**src/rtl/adc_seq_pkg.sv**
```systemverilog
package adc_seq_pkg;
  typedef enum logic [1:0] {
    ST_POR   = 2'd0,
    ST_CONV  = 2'd1,
    ST_SLEEP = 2'd2,
    ST_DATA  = 2'd3
  } seq_state_e;
endpackage

```
**src/rtl/sync_2ff.sv**
```systemverilog
module sync_2ff #(
  parameter int unsigned W = 1,
  parameter logic [W-1:0] RST_VAL = '0
) (
  input  logic         clk_i,
  input  logic         rst_ni,
  input  logic [W-1:0] d_i,
  output logic [W-1:0] q_o
);
  for (genvar g = 0; g < W; g++) begin : g_bit
    logic meta_q, sync_q;
    always_ff @(posedge clk_i or negedge rst_ni) begin
      if (!rst_ni) begin
        meta_q <= RST_VAL[g];
        sync_q <= RST_VAL[g];
      end else begin
        meta_q <= d_i[g];
        sync_q <= meta_q;
      end
    end
    assign q_o[g] = sync_q;
  end
endmodule

```
**src/rtl/cyc_timer.sv**
```systemverilog
module cyc_timer #(
  parameter int unsigned CNT_W = 8
) (
  input  logic             clk_i,
  input  logic             rst_ni,
  input  logic             run_i,
  input  logic [CNT_W-1:0] limit_i,
  output logic             done_o
);
  logic [CNT_W-1:0] cnt_q;

  assign done_o = run_i && (cnt_q == limit_i - 1'b1);

  always_ff @(posedge clk_i or negedge rst_ni) begin
    if (!rst_ni)              cnt_q <= '0;
    else if (!run_i || done_o) cnt_q <= '0;
    else                      cnt_q <= cnt_q + 1'b1;
  end

  p_cnt_bound_r2: assert property (@(posedge clk_i) disable iff (!rst_ni)
    run_i |-> (cnt_q < limit_i));
  p_restart_r2: assert property (@(posedge clk_i) disable iff (!rst_ni)
    done_o |=> (cnt_q == '0));
endmodule

```
**src/rtl/out_shifter.sv**
```systemverilog
module out_shifter #(
  parameter int unsigned W = 16
) (
  input  logic         clk_i,
  input  logic         rst_ni,
  input  logic         capture_i,
  input  logic [W-1:0] data_i,
  input  logic         load_i,
  input  logic         shift_i,
  output logic         bit_o,
  output logic         last_o
);
  localparam int unsigned IDX_W = (W > 1) ? $clog2(W) : 1;
  localparam logic [IDX_W-1:0] TOP_IDX = IDX_W'(W - 1);

  logic [W-1:0]     res_q;
  logic [IDX_W-1:0] idx_q;

  always_ff @(posedge clk_i or negedge rst_ni) begin
    if (!rst_ni)        res_q <= '0;
    else if (capture_i) res_q <= data_i;
  end

  always_ff @(posedge clk_i or negedge rst_ni) begin
    if (!rst_ni)      idx_q <= '0;
    else if (load_i)  idx_q <= TOP_IDX;
    else if (shift_i) idx_q <= idx_q - 1'b1;
  end

  assign bit_o  = res_q[idx_q];
  assign last_o = (idx_q == '0);

  p_idx_step_r4: assert property (@(posedge clk_i) disable iff (!rst_ni)
    (shift_i && !load_i) |=> (idx_q == $past(idx_q) - 1'b1));
  p_hold_r9: assert property (@(posedge clk_i) disable iff (!rst_ni)
    !capture_i |=> $stable(res_q));
  p_no_wrap_r5: assert property (@(posedge clk_i) disable iff (!rst_ni)
    shift_i |-> !last_o);
endmodule

```
**src/rtl/adc_cycle_seq.sv**
```systemverilog
module adc_cycle_seq
  import adc_seq_pkg::*;
#(
  parameter int unsigned DATA_W      = 16,
  parameter int unsigned CONV_CYCLES = 3330000,
  parameter int unsigned POR_CYCLES  = 50000
) (
  input  logic              clk_i,
  input  logic              rst_ni,
  input  logic              cs_ni,
  input  logic              sck_i,
  input  logic [DATA_W-1:0] result_i,
  output logic              sdo_o,
  output logic              sdo_oe_o,
  output logic              lp_o
);
  localparam int unsigned MAX_CYC = (CONV_CYCLES > POR_CYCLES) ? CONV_CYCLES : POR_CYCLES;
  localparam int unsigned CNT_W   = $clog2(MAX_CYC + 1);
  localparam logic [CNT_W-1:0] CONV_LIM = CNT_W'(CONV_CYCLES);
  localparam logic [CNT_W-1:0] POR_LIM  = CNT_W'(POR_CYCLES);

  seq_state_e state_q, state_d;
  logic [1:0] host_s;
  logic       cs_s, sck_s, sck_d_q, sck_fall;
  logic       tmr_run, tmr_done;
  logic       go_data, capture, load, shift, sh_bit, sh_last;
  logic       status_v;
  logic [CNT_W-1:0] tmr_lim;

  sync_2ff #(.W(2), .RST_VAL(2'b01)) u_sync (
    .clk_i (clk_i),
    .rst_ni(rst_ni),
    .d_i   ({sck_i, cs_ni}),
    .q_o   (host_s)
  );
  assign cs_s  = host_s[0];
  assign sck_s = host_s[1];

  always_ff @(posedge clk_i or negedge rst_ni) begin
    if (!rst_ni) sck_d_q <= 1'b0;
    else         sck_d_q <= sck_s;
  end
  assign sck_fall = sck_d_q & ~sck_s;

  assign tmr_run = (state_q == ST_POR) || (state_q == ST_CONV);
  assign tmr_lim = (state_q == ST_POR) ? POR_LIM : CONV_LIM;

  cyc_timer #(.CNT_W(CNT_W)) u_timer (
    .clk_i  (clk_i),
    .rst_ni (rst_ni),
    .run_i  (tmr_run),
    .limit_i(tmr_lim),
    .done_o (tmr_done)
  );

  assign go_data = (state_q == ST_SLEEP) && !cs_s && !sck_s;
  assign capture = (state_q == ST_CONV) && tmr_done;
  assign load    = go_data;
  assign shift   = (state_q == ST_DATA) && !cs_s && sck_fall && !sh_last;

  out_shifter #(.W(DATA_W)) u_shift (
    .clk_i    (clk_i),
    .rst_ni   (rst_ni),
    .capture_i(capture),
    .data_i   (result_i),
    .load_i   (load),
    .shift_i  (shift),
    .bit_o    (sh_bit),
    .last_o   (sh_last)
  );

  always_comb begin
    state_d = state_q;
    unique case (state_q)
      ST_POR:   if (tmr_done) state_d = ST_CONV;
      ST_CONV:  if (tmr_done) state_d = ST_SLEEP;
      ST_SLEEP: if (go_data)  state_d = ST_DATA;
      ST_DATA: begin
        if (cs_s)                     state_d = ST_CONV;
        else if (sck_fall && sh_last) state_d = ST_CONV;
      end
      default: state_d = ST_POR;
    endcase
  end

  always_ff @(posedge clk_i or negedge rst_ni) begin
    if (!rst_ni) state_q <= ST_POR;
    else         state_q <= state_d;
  end

  // status when not shifting: busy=1, ready=0
  always_comb begin
    unique case (state_q)
      ST_DATA:  status_v = sh_bit;
      ST_SLEEP: status_v = 1'b0;
      default:  status_v = 1'b1;
    endcase
  end

  assign sdo_oe_o = ~cs_s;
  assign sdo_o    = sdo_oe_o & status_v;
  assign lp_o     = (state_q == ST_SLEEP) && cs_s;

  p_order_r1: assert property (@(posedge clk_i) disable iff (!rst_ni)
    (state_q == ST_CONV) |=> (state_q == ST_CONV || state_q == ST_SLEEP));
  p_data_entry_r1: assert property (@(posedge clk_i) disable iff (!rst_ni)
    (state_q == ST_DATA) |-> ($past(state_q) == ST_SLEEP || $past(state_q) == ST_DATA));
  p_sleep_hold_r3: assert property (@(posedge clk_i) disable iff (!rst_ni)
    (state_q == ST_SLEEP && (cs_s || sck_s)) |=> (state_q == ST_SLEEP));
  p_end_r5: assert property (@(posedge clk_i) disable iff (!rst_ni)
    (state_q == ST_DATA && !cs_s && sck_fall && sh_last) |=> (state_q == ST_CONV));
  p_abort_r6: assert property (@(posedge clk_i) disable iff (!rst_ni)
    (state_q == ST_DATA && cs_s) |=> (state_q == ST_CONV));
  p_quiet_r7: assert property (@(posedge clk_i) disable iff (!rst_ni)
    !sdo_oe_o |-> !sdo_o);
  p_lp_r8: assert property (@(posedge clk_i) disable iff (!rst_ni)
    lp_o |-> (!tmr_run && !sdo_oe_o));
endmodule

```
**config.mk**
```make
export PLATFORM = sky130hd
export DESIGN_NAME = adc_cycle_seq
export DESIGN_NICKNAME = d
export VERILOG_FILES = /design/src/rtl/adc_seq_pkg.sv /design/src/rtl/sync_2ff.sv /design/src/rtl/cyc_timer.sv /design/src/rtl/out_shifter.sv /design/src/rtl/adc_cycle_seq.sv
export SDC_FILE = /design/constraint.sdc
export NUM_CORES = 1
export LEC_CHECK = 0
export CAP_MARGIN = 15
export CORE_UTILIZATION = 45
export CTS_BUF_LIST = sky130_fd_sc_hd__clkbuf_16
export DETAILED_ROUTE_END_ITERATION = 6
export DONT_BUFFER_PORTS = 1
export PLACE_DENSITY = 0.71
export SYNTH_ARGS = -nofsm -noshare
export SYNTH_HDL_FRONTEND = slang
export SYNTH_HIERARCHICAL = 1
export SYNTH_SLANG_ARGS = --single-unit
```
**constraint.sdc**
```tcl
create_clock -name clk_i -period 7.8 [get_ports clk_i]
set_input_delay 1.56 -clock clk_i [delete_from_list [all_inputs] [get_ports clk_i]]
set_output_delay 1.56 -clock clk_i [all_outputs]
set_load 0.02 [all_outputs]
```
**After elaboration in Yosys (flattened, before gate mapping)**

Index checks and enable logic that the tools add are counted.

- Register bits: 49
- Output and inout bits: 3
- Logic and storage cells: 57

- $add $sub $neg: 3
- $lt $le $gt $ge: 1
- Equal/unequal tests: 8
- Muxes and demuxes: 13
- Bitwise gates (word level): 4
- Reduce and logical (&&, ||, !) cells: 19

Operators by type and width:

| kind | number |
|---|---|
| $mux W22 | 2 |
| $add A22 B1 Y22 const B | 1 |
| $eq A22 B22 Y1 | 1 |
| $sub A22 B1 Y22 const B | 1 |
| $mux W2 | 5 |
| $logic_and A1 B1 Y1 | 9 |
| $mux W4 | 2 |
| $pmux W2 S4 | 1 |
| $ne A2 B2 Y1 const B | 3 |
| $lt A4 B5 Y1 const B | 1 |
| $bmux W1 S4 | 1 |
| $eq A2 B2 Y1 const B | 2 |
| $logic_not A1 Y1 | 4 |
| $logic_not A4 Y1 | 1 |
| $reduce_and A4 Y1 | 1 |
| $sub A4 B1 Y4 const B | 1 |
| $ne A3 B1 Y1 const B | 1 |
| $and A1 B1 Y1 | 2 |
| $eq A2 B1 Y1 const B | 1 |
| $logic_not A2 Y1 | 1 |
| $logic_or A1 B1 Y1 | 2 |
| $not A1 Y1 | 2 |
| $pmux W1 S2 | 1 |
| $reduce_bool A2 Y1 | 1 |
| $mux W1 | 1 |

**Logic depth before layout (Yosys ltp)**

- Depth after elaboration: 7
- Depth in mapped cells: 15

**Modules after synthesis**

Netlist, hierarchy kept.

Modules (own cells, without submodules):

| module | instances | cells an instance | area an instance (um^2) |
|---|---|---|---|
| cyc_timer | 1 | 225 | 2,050.7 |
| out_shifter | 1 | 62 | 942.2 |
| adc_cycle_seq | 1 | 30 | 271.5 |
| sync_2ff | 1 | 6 | 117.6 |

**Worst setup path before layout**

OpenSTA, ideal clock, no wires.

- Path kind: reg-to-reg
- From: register state_q[0]
- To: register u_shift.res_q[0]
- Library setup time: 0.125 ns
- Data arrival time: 3.070 ns
- Required time: 7.675 ns
- Slack: 4.605 ns
- Stages on the path, launching flop included: 15
- Buffers on the path: 3
- Period minus slack after synthesis: 3.195 ns
- Cells stage by stage: dfrtp_1 -> inv_1 -> ha_1 -> inv_1 -> clkbuf_2 -> xnor2_1 -> xnor2_1 -> nor4_2 -> o2111ai_2 -> nor4_1 -> and2_1 -> and2_1 -> buf_2 -> buf_2 -> mux2_2

- Longest elaborated chain between the ends: 6

RTL lines:

| what | line | text |
|---|---|---|
| from (decl) | adc_cycle_seq.sv:22 | `seq_state_e state_q, state_d;` |
| from (signal assigned) | adc_cycle_seq.sv:88 | `else state_q <= state_d;` |
| $logic_not A2 Y1 | adc_cycle_seq.sv:46 | `assign tmr_lim = (state_q == ST_POR) ? POR_LIM : CONV_LIM;` |
| $mux W22 | adc_cycle_seq.sv:46 |  |
| net tmr_lim[10] | adc_cycle_seq.sv:28 | `logic [CNT_W-1:0] tmr_lim;` |
| $sub A22 B1 Y22 | cyc_timer.sv:12 | `assign done_o = run_i && (cnt_q == limit_i - 1'b1);` |
| $eq A22 B22 Y1 | cyc_timer.sv:12 |  |
| $logic_and A1 B1 Y1 | cyc_timer.sv:12 |  |
| net tmr_done | adc_cycle_seq.sv:25 | `logic tmr_run, tmr_done;` |
| $logic_and A1 B1 Y1 | adc_cycle_seq.sv:57 | `assign capture = (state_q == ST_CONV) && tmr_done;` |
| net capture | adc_cycle_seq.sv:26 | `logic go_data, capture, load, shift, sh_bit, sh_last;` |
| to (signal assigned) | out_shifter.sv:21 | `else if (capture_i) res_q <= data_i;` |
| to (decl) | out_shifter.sv:16 | `logic [W-1:0] res_q;` |

The timed path passes the listed nets, and every way through them passes these cells.
A chain may end at the register's enable or synchronous reset.

**Final worst setup path**

- From: register state_q[0]
- To: register u_shift.res_q[7]

Same word-level chain as after synthesis.

==> results_dict.tcl <==
set metrics [dict create \
    power.density_nw_per_um2 138 \
    viasPerCell 4.85 \
    wire_per_inst_um 12.9 \
    clockBufferDepth 2 \
    hold_violations 0 \
    num_antenna_cells 0 \
    area_growth_pct 12.8 \
    antenna_found_initial 0 \
    synth_flop_cell "dfrtp_1" \
    totalWireLength_um 6200 \
    seqPwrFrac_pct 48.9 \
    dr.pass1.iters 4 \
    fin_worst_skew_ns 0.00553 \
    synth_largest_area_cell "dfrtp_1" \
    setup_viol 0 \
    p_clk_share_pct 46.8 \
    fin_crit_sh_pct 48.7 \
    postCtsSetupBuffers 0 \
    ant_nets 0 \
    coreArea_um2 7250 \
    netSwitchingPower_w 0.000110 \
    yosys-top-cells-area "dfrtp_1, xnor2_1, mux2_2, xor2_1, nor2_2" \
    drc 0 \
    dpl.hpwl_um 4570 \
    drtIter0Drc 86 \
    fin_crit_ns 3.80 \
    required_ns 7.97 \
    cts_tree "done" \
    cts_hold_buf 0 \
    p_leak_nw 1.71 \
    yosysWarnings 6 \
    ys_types 62 \
    path_class "reg -> reg" \
    track_usage_pct 17.4 \
    crit_fanout 28 \
    drive_above_1_share_pct 18.3 \
    htreeDepth 2 \
    cts_root_buf "clkbuf_16" \
    via_count 2331 \
    cts_sinks 49 \
    port_buffers 0 \
    synth_most_common_cell "dfrtp_1" \
    path_clk_slew_ns 0.06 \
    grt_max_degree 50 \
    rsz0062_at_grt "no" \
    cts_resized 0 \
    drv_cap 0 \
    end_kind "register" \
    ys_seq_area_share_pct 36.3 \
    fmaxAchievable_mhz 263 \
    worst_pin_slew_ns 0.972 \
    cts_inserted_buffers 5 \
    clock_latency_ns 0.29 \
    start_util_pct 46.6 \
    swShare_pct 20.9 \
    critPathLaunchType "register" \
    yosys-top-cells-count "dfrtp_1, xnor2_1, nor2_1" \
    place_area_um2 3650 \
    drv_slew 0 \
    outcome "completed" \
    netlist_area_um2 3380 \
    nets 409 \
    synth_area_per_cell_um2 10.5 \
    pin_count 23 \
    ys_ff_latch 49 \
    synth_edf_count 0 \
    ir_drop_v 0.000121 \
    place.gp.congestion 0.775 \
    grt_pass1_wl_um 10400 \
    slew_headroom_pct 34.6 \
    worstPathArrival_ns 3.97 \
    final_area_um2 3820 \
    fin_tns_setup_ns 0 \
    grt_overflow 0 \
    grt_pass1_vias 2263 \
    rows 31 \
    p_int_w 0.000416 \
    die-area_um2 7870 \
    synthArstFlopShare_pct 100 \
    hold_path_class "reg -> reg" \
    comb_power_share_pct 4.4 \
    synth_top_area_share_pct 34.8 \
    synth_cells 323 \
    dieWidth_um 88.7 \
    fp.dieH_um 88.7 \
]
==> critical path: stages (launching register included) <==
cell	delay, ns
dfrtp_1	0.40
inv_1	0.10
ha_1	0.21
inv_1	0.65
xor2_1	0.26
nor2_1	0.21
o41a_1	0.17
a211o_1	0.09
o211ai_1	0.19
nor4_1	0.20
and2_1	0.19
and2_1	0.58
mux2_2	0.41
==> registers in the layout, indices dropped and copies added, names as in the netlist <==
register	flops
u_sync/g_bit.meta_q	2
sck_d_q	1
state_q	2
u_timer/cnt_q	22
u_shift/res_q	16
u_shift/idx_q	4
u_sync/g_bit.sync_q	2
==> metrics by stage <==
stage | instances | total power, W | util (%) | hold WS (ns) | setup WS, ns
CTS | 481 | 0.000530 | 52.6 | 0.356 | 3.99
global placement | 473 | 0.000283 | 50.3 | 0.340 | 4.11
floorplan | 388 | 0.000283 | - | 0.331 | 4.61
finish | 481 | 0.000525 | 52.6 | 0.351 | 4.00
global route | 481 | 0.000547 | 52.6 | 0.365 | 3.66
detailed placement | 473 | 0.000283 | 50.3 | 0.341 | 4.00
==> cells in the final DEF, fill, tap and decap left out, types with 3 or more instances in the layout <==
| cell type | n |
|---|---|
| nor2_2 | 20 |
| nand3b_1 | 4 |
| nand2_1 | 10 |
| nor3_1 | 6 |
| inv_1 | 14 |
| and3_1 | 9 |
| clkbuf_16 | 5 |
| or4_4 | 3 |
| o21ai_0 | 6 |
| mux4_1 | 4 |
| nor4_2 | 3 |
| or3_1 | 4 |
| nor4_1 | 4 |
| nor2_1 | 23 |
| conb_1 | 67 |
| mux2_2 | 17 |
| xor2_1 | 19 |
| nand4_1 | 5 |
| a21oi_1 | 5 |
| o211ai_1 | 4 |
| xnor2_1 | 29 |
| ha_1 | 8 |
| nand3_1 | 12 |
| mux2i_1 | 7 |
| nand2b_1 | 5 |
| dfrtp_1 | 47 |
==> power groups by stage <==
| stage | logic (W) | registers (W) | clock network, W |
|---|---|---|---|
| 2_1_floorplan | 0.0000219 | 0.000261 | 0 |
| 3_3_place_gp | 0.0000210 | 0.000262 | 0 |
| 3_5_place_dp | 0.0000210 | 0.000262 | 0 |
| 4_1_cts | 0.0000211 | 0.000257 | 0.000252 |
| 5_1_grt | 0.0000262 | 0.000257 | 0.000264 |
| 6_report | 0.0000229 | 0.000257 | 0.000246 |
==> cell families (layout without fill, tap and decap cells) <==
group	count (synthesis)	count (layout)	share of synthesized area, %
other	2	67	0.222
AOI/OAI and AO/OA	30	30	7.40
DFF	49	49	36.3
muxes	29	29	11.3
buffers and inverters	29	23	4.81
xor gates and xnor gates	49	49	12.9
adders and majority gates	8	8	2.96
and+or+nand+nor	127	127	24.1
==> worst paths after layout <==
kind / from / end / slack, ns / depth (start not counted)
max in group asynchronous: rst_ni / u_sync/g_bit[0].sync_q / 6.65 / 0
min in group asynchronous: rst_ni / u_timer/cnt_q[13] / 0.97 / 0
worst max-delay path: state_q[0] / u_shift/res_q[7] / 4.00 / 12
worst min-delay path: u_sync/g_bit[1].meta_q / u_sync/g_bit[1].sync_q / 0.35 / 0
worst max register to register: state_q[0] / u_shift/res_q[7] / 4.00 / 12
worst min register to register: u_sync/g_bit[1].meta_q / u_sync/g_bit[1].sync_q / 0.35 / 0
==> layer usage <==
metal  wire [um]  track usage (%)  vias to the layer above
met3         235             3.54                        8
met2        3030             29.6                       42
met5           0                0                        -
li1            -                -                     1186
met1        2830             22.4                     1095
met4          97             5.43                        0
==> cell type report <==
type / count / area [um^2]
Inverter: 14 / 52.6
Timing Repair Buffer: 1 / 7.51
Sequential cell: 49 / 1230
Multi-Input combinational cell: 310 / 2230
Tap cell: 99 / 124
Fill cell: 661 / 3440
Clock buffer: 5 / 125
Clock inverter: 3 / 43.8
(Power assumes the default switching activity.)
